==> config.mk <==
export PLATFORM = sky130hd
export DESIGN_NAME = narrow_bus_seq
export DESIGN_NICKNAME = d
export VERILOG_FILES = /design/src/rtl/narrow_bus_seq.sv
export SDC_FILE = /design/constraint.sdc
export NUM_CORES = 1
export LEC_CHECK = 0
export ABC_AREA = 1
export BUFFER_PORTS_ARGS = -buffer_cell sky130_fd_sc_hd__clkbuf_2
export CORE_MARGIN = 3
export CORE_UTILIZATION = 30
export CTS_CLUSTER_DIAMETER = 120
export DETAILED_ROUTE_END_ITERATION = 7
export PLACE_DENSITY_LB_ADDON = 0.15
export SETUP_SLACK_MARGIN = 0.15
export SLEW_MARGIN = 40
export SYNTH_ARGS = -nofsm -noshare
export SYNTH_HDL_FRONTEND = slang
export SYNTH_SLANG_ARGS = --single-unit
==> constraint.sdc <==
create_clock -name clk -period 1.6 [get_ports clk]
set_input_delay 0.08 -clock clk [delete_from_list [all_inputs] [get_ports clk]]
set_output_delay 0.08 -clock clk [all_outputs]
set_load 0.01 [all_outputs]
==> src/rtl/narrow_bus_seq.sv <==
module narrow_bus_seq #(
  parameter int AW = 16,
  parameter int WW = 3
) (
  input  logic          clk,
  input  logic          rst_n,
  input  logic          bus_tick,
  input  logic          req_valid,
  output logic          req_ready,
  input  logic          req_write,
  input  logic [1:0]    req_size,
  input  logic [AW-1:0] req_addr,
  input  logic [31:0]   req_wdata,
  input  logic [WW-1:0] cfg_wait,
  input  logic [WW-1:0] cfg_idle,
  output logic          done,
  output logic [31:0]   rd_data,
  output logic [AW-1:0] bus_addr,
  output logic [7:0]    bus_wdata,
  input  logic [7:0]    bus_rdata,
  output logic          bus_rd,
  output logic          bus_wr
);
  localparam int CW = WW + 2;

  logic          run, fin, done_q, wr_q;
  logic [WW-1:0] m_q;
  logic [CW-1:0] o_q, cnt;
  logic [1:0]    beat, last_beat, lb_in;
  logic [AW-1:0] base;
  logic [31:0]   wbuf, acc, walign;
  logic          accept, active, xfer_end, final_end;

  assign req_ready = !run && !fin;
  assign accept    = req_valid && req_ready;
  assign active    = cnt <= CW'(m_q) + CW'(2);
  assign xfer_end  = run && bus_tick && (cnt == CW'(1));
  assign final_end = xfer_end && (beat == last_beat);

  assign bus_addr  = base + AW'(beat);
  assign bus_wdata = wbuf[31:24];
  assign bus_rd    = run && !wr_q && active;
  assign bus_wr    = run && wr_q && (cnt == CW'(1));
  assign done      = done_q;
  assign rd_data   = acc;

  always_comb begin
    case (req_size)
      2'd0:    begin lb_in = 2'd0; walign = {req_wdata[7:0], 24'd0}; end
      2'd1:    begin lb_in = 2'd1; walign = {req_wdata[15:0], 16'd0}; end
      default: begin lb_in = 2'd3; walign = req_wdata; end
    endcase
  end

  always_ff @(posedge clk or negedge rst_n) begin
    if (!rst_n) begin
      run <= 1'b0; fin <= 1'b0; done_q <= 1'b0; wr_q <= 1'b0;
      m_q <= '0; o_q <= '0; cnt <= '0; beat <= '0; last_beat <= '0;
      base <= '0; wbuf <= '0; acc <= '0;
    end else begin
      done_q <= (final_end && wr_q) || fin;
      fin    <= final_end && !wr_q;
      if (accept) begin
        run       <= 1'b1;
        wr_q      <= req_write;
        m_q       <= cfg_wait;
        o_q       <= CW'(cfg_wait) + CW'(cfg_idle);
        cnt       <= CW'(cfg_wait) + CW'(3);
        beat      <= '0;
        last_beat <= lb_in;
        base      <= req_addr;
        wbuf      <= walign;
        acc       <= '0;
      end else if (xfer_end) begin
        if (!wr_q) acc <= {acc[23:0], bus_rdata};
        wbuf <= {wbuf[23:0], 8'd0};
        if (final_end) run <= 1'b0;
        else begin
          beat <= beat + 2'd1;
          cnt  <= o_q + CW'(2);
        end
      end else if (run && bus_tick) begin
        cnt <= cnt - CW'(1);
      end
    end
  end

  AST_STROBE_EXCL: assert property (@(posedge clk) disable iff (!rst_n)
    !(bus_rd && bus_wr));
  AST_DONE_PULSE: assert property (@(posedge clk) disable iff (!rst_n)
    done |=> !done);
  AST_ADDR_HOLD: assert property (@(posedge clk) disable iff (!rst_n)
    (run && !xfer_end) |=> $stable(bus_addr));
  AST_READ_LATE: assert property (@(posedge clk) disable iff (!rst_n)
    (final_end && !wr_q) |=> (!done && !req_ready));
  AST_BUSY_BLOCKS: assert property (@(posedge clk) disable iff (!rst_n)
    (run && !final_end) |=> !req_ready);
  AST_CNT_LIVE: assert property (@(posedge clk) disable iff (!rst_n)
    run |-> (cnt != '0));
endmodule

==> summary.md <==
| Metric | Value |
|---|---|
| Syn avg cell area | 7.97 um^2 |
| Final Power | approximately 0.015 W |
| Largest area contributor in the synthesized netlist | dfrtp_1 |
| EDFF count, synth | 0 |
| DP Worst Slack | -0.0771 ns |
| Sum Neg Setup Slack | -6.38 ns |
| Gpl congestion | between 0.8 and 0.9 |
| Clk_lat worst skew | ~0.35 ns |
| Vert. Die Dim | approximately 140 um |
| Nets | around 950 |
| Final WL | between 15 and 20 mm |
| Clk root buf | clkbuf_16 |
| Avg Vias per Cell | ~4.6 |
| Worst min path class | in2reg |
| CTS tree | built |
| Die ar. | 19,200 um^2 |
| Final cycle utilization of the critical path | 1.25 |
| P&R area growth vs syn | 58.9% |
| Compound-gate portion of the synthesized area | 0.0541 |
| Combinational family with the most area after synthesis | simple AND/OR/NAND/NOR gates |
| Slew HR | 0.699 |
| Vias in the first global route | 5,247 |
| Unrepaired setup endpoints after global routing | true |
| Post-synthesis xor/xnor area fraction | 0.0283 |
| Final Util | 0.496 |
| Core Area | 16,900 um^2 |
| Ys async rst share | 1.00 |
| Global route overflow | 0 |
| Crit Path Max Fanout | 3 |
| Adder-cell share of the synthesized area | 0.0408 |
| Detail Placement HPWL | between 10 and 15 mm |
| Status | complete, but fails checks |
| Distinct cells, synth | 32 |
| Final worst slack | -0.401 ns |
| Main synth FF type | dfrtp_1 |
| Leakage power | ~4.3 nW |
| Power density cells | 1760 nW/um^2 |
| Clock sinks | 100 |
| Max VDD drop | 0.685 mV |
| Simple-gate share of the synthesized area | 0.318 |
| Share of layout cells above drive strength 1 | 0.447 |
| Antenna violations before repair | 0 |
| Initial core utilization | 0.312 |
| Max Fclk | 0.500 GHz |
| Setup violators final | between 80 and 90 |
| First-pass GRT wire length | approximately 27 mm |
| Synth Instances | roughly 660 |
| Drt pass-1 iters | 6 |
| Largest net degree at the start of global routing | 58 |
| WS Path Type | reg2out |
| H-tree Lvls | 3 |
| CP required | ~1.5 ns |
| Yosys warns | 0 |
| Mux cell area share after synthesis | 0 |
| Post-synthesis sequential area ratio | 0.475 |
| FF+latch count, synth | 100 |
| Overall routing resource usage | 0.169 |
| Chip width | 139 um |
| Multi-input gate area | between 3000 and 4000 um^2 |
| Final Max Tran Viols | 0 |
| Routed Antenna Nets | 0 |
| # port buffers | roughly 130 |
| Via count | ~5,100 |
| Core Rows | 47 |
| Maxcap violations | 0 |
| Clk buf depth | 2 |
| Worst-Margin Slew | approximately 0.45 ns |
| Clock-pin slew on the worst setup and hold paths | roughly 0.070 ns |
| Min cycle time layout | approximately 2 ns |
| Post-synth top area share | 0.475 |
| Fill cells | 1,577 |
| Crit path DAT | roughly 1.9 ns |
| Worst Setup End Kind | output pin |
| Crit start category | flop |
| Synth Net Count | 746 |
| CTS Buf Count | 9 |
| Top post-synthesis cells by area | dfrtp_1 (47%), nand2_1 (17%), nand3_1 (7.7%), inv_1 (3.5%), ha_1 (3.3%) |
| ANT cells | 0 |
| Register area | roughly 2500 um^2 |
| Iter 0 DRT Violations | between 200 and 250 |
| Failing checks | negative setup slack |
| Top Ports | ~130 |
| WL/cell | between 10 and 15 um |
| Final Skew | approximately 0.0093 ns |
| DRC viols | 0 |
| Netlist Area Pre-Place | 5270 um^2 |
| Hold Fails Final Rpt | 0 |
[final timing paths]
kind	from	end	slack [ns]	cells after the start
hold / removal	req_wdata[23]	wbuf[23]$_DFFE_PN0P_	0.01	3
setup reg to reg	cnt[0]$_DFFE_PN0P_	beat[0]$_DFFE_PN0P_	-0.09	12
max in group asynchronous	rst_n	rd_data[21]$_DFFE_PN0P_	0.81	3
hold reg to reg	wbuf[9]$_DFFE_PN0P_	wbuf[9]$_DFFE_PN0P_	0.48	2
min in group asynchronous	rst_n	base[12]$_DFFE_PN0P_	0.11	2
setup / recovery	beat[0]$_DFFE_PN0P_	bus_addr[12]	-0.40	8
[sequential cells by signal, indices dropped and copies added (netlist names), 2 cells and up]
| register | cells |
|---|---|
| base | 16 |
| beat | 2 |
| cnt | 5 |
| last_beat | 2 |
| m_q | 3 |
| o_q | 4 |
| rd_data | 32 |
| wbuf | 32 |
[cells in the mapped netlist, drive strengths merged, types with 2 or more instances]
cell type    n
nand2      257
dfrtp      100
nand3       82
inv         51
nor2        33
buf         31
o21ai       24
ha          14
nand4       10
xor2        10
a21oi        8
o211ai       7
o22ai        7
xnor2        7
clkbuf       5
nor3         4
clkinv       3
fa           2
o21a         2
[area by class of cell]
cell class              instances  area share
clock buffers                  11      0.0278
multi-input cells             474       0.376
flip-flops and latches        100       0.299
inverters                      54      0.0271
repair buffers                227       0.229
clock inverters                 4     0.00882
well taps                     220      0.0329
[where the power goes]
group | leakage, nW | switching (W) | internal, W
Sequential | 1.30 | 0.00106 | 0.00360
Clock | 0.150 | 0.000986 | 0.00137
Combinational | 2.80 | 0.00411 | 0.00360
[cell families (layout without fill, tap and decap cells)]
logic type	Yosys count	in the layout
AND/OR/NAND/NOR	388	391
flip-flops	100	100
buffers and inverters	90	296
AO/OA/AOI/OAI	50	50
XOR/XNOR	17	17
adder cells (fa/ha/maj)	16	16
[layout by cell type, fill, tap and decap left out, types with 17 or more instances in the layout]
cell type	count
nand2_2	70
nand3_2	22
dfrtp_1	100
dlygate4sd3_1	31
inv_1	41
nand3_1	57
buf_4	28
nand2_1	162
nand2_4	19
nor2_1	17
clkbuf_2	111
[layer usage]
layer / wire [um] / part of all wire / GRT usage / up-vias
li1: - / - / - / 2527
met1: 7410 / 0.46 / 0.234 / 2393
met2: 7850 / 0.49 / 0.275 / 130
met3: 685 / 0.042 / 0.0259 / 14
met4: 214 / 0.013 / 0.0504 / 0
met5: 0 / 0 / 0 / -
[through the flow]
| step | hold slack [ns] | instances | cell area (um^2) |
|---|---|---|---|
| 3_5_place_dp | -0.0578 | 1000 | 6220 |
| 6_report | 0.0117 | 1090 | 8370 |
| 2_1_floorplan | -0.216 | 661 | 5290 |
| 3_3_place_gp | -0.0572 | 1000 | 6220 |
| 5_1_grt | 0.0179 | 1090 | 8370 |
| 4_1_cts | 0.0000455 | 1081 | 7850 |
[worst max-delay path, cell delays in order (launching register included)]
cell and delay, ns:
dfrtp_1 0.36, ha_2 0.19, inv_2 0.04, fa_2 0.37, nor2_4 0.11, buf_4 0.13
nand3_2 0.09, xnor2_2 0.15, buf_2 0.14
[timing repair]
| item | 4_1_cts | 5_1_grt |
|---|---|---|
| resized for setup | 110 | 146 |
| hold buffers | 31 | 0 |
| hold endpoints to repair | 130 | 0 |
| cloned | 12 | 0 |
| pin swaps | 39 | 36 |
| setup buffers | 23 | 9 |
| endpoints found under the setup margin | 93 | 95 |
Power figures use the tool's default switching activity.
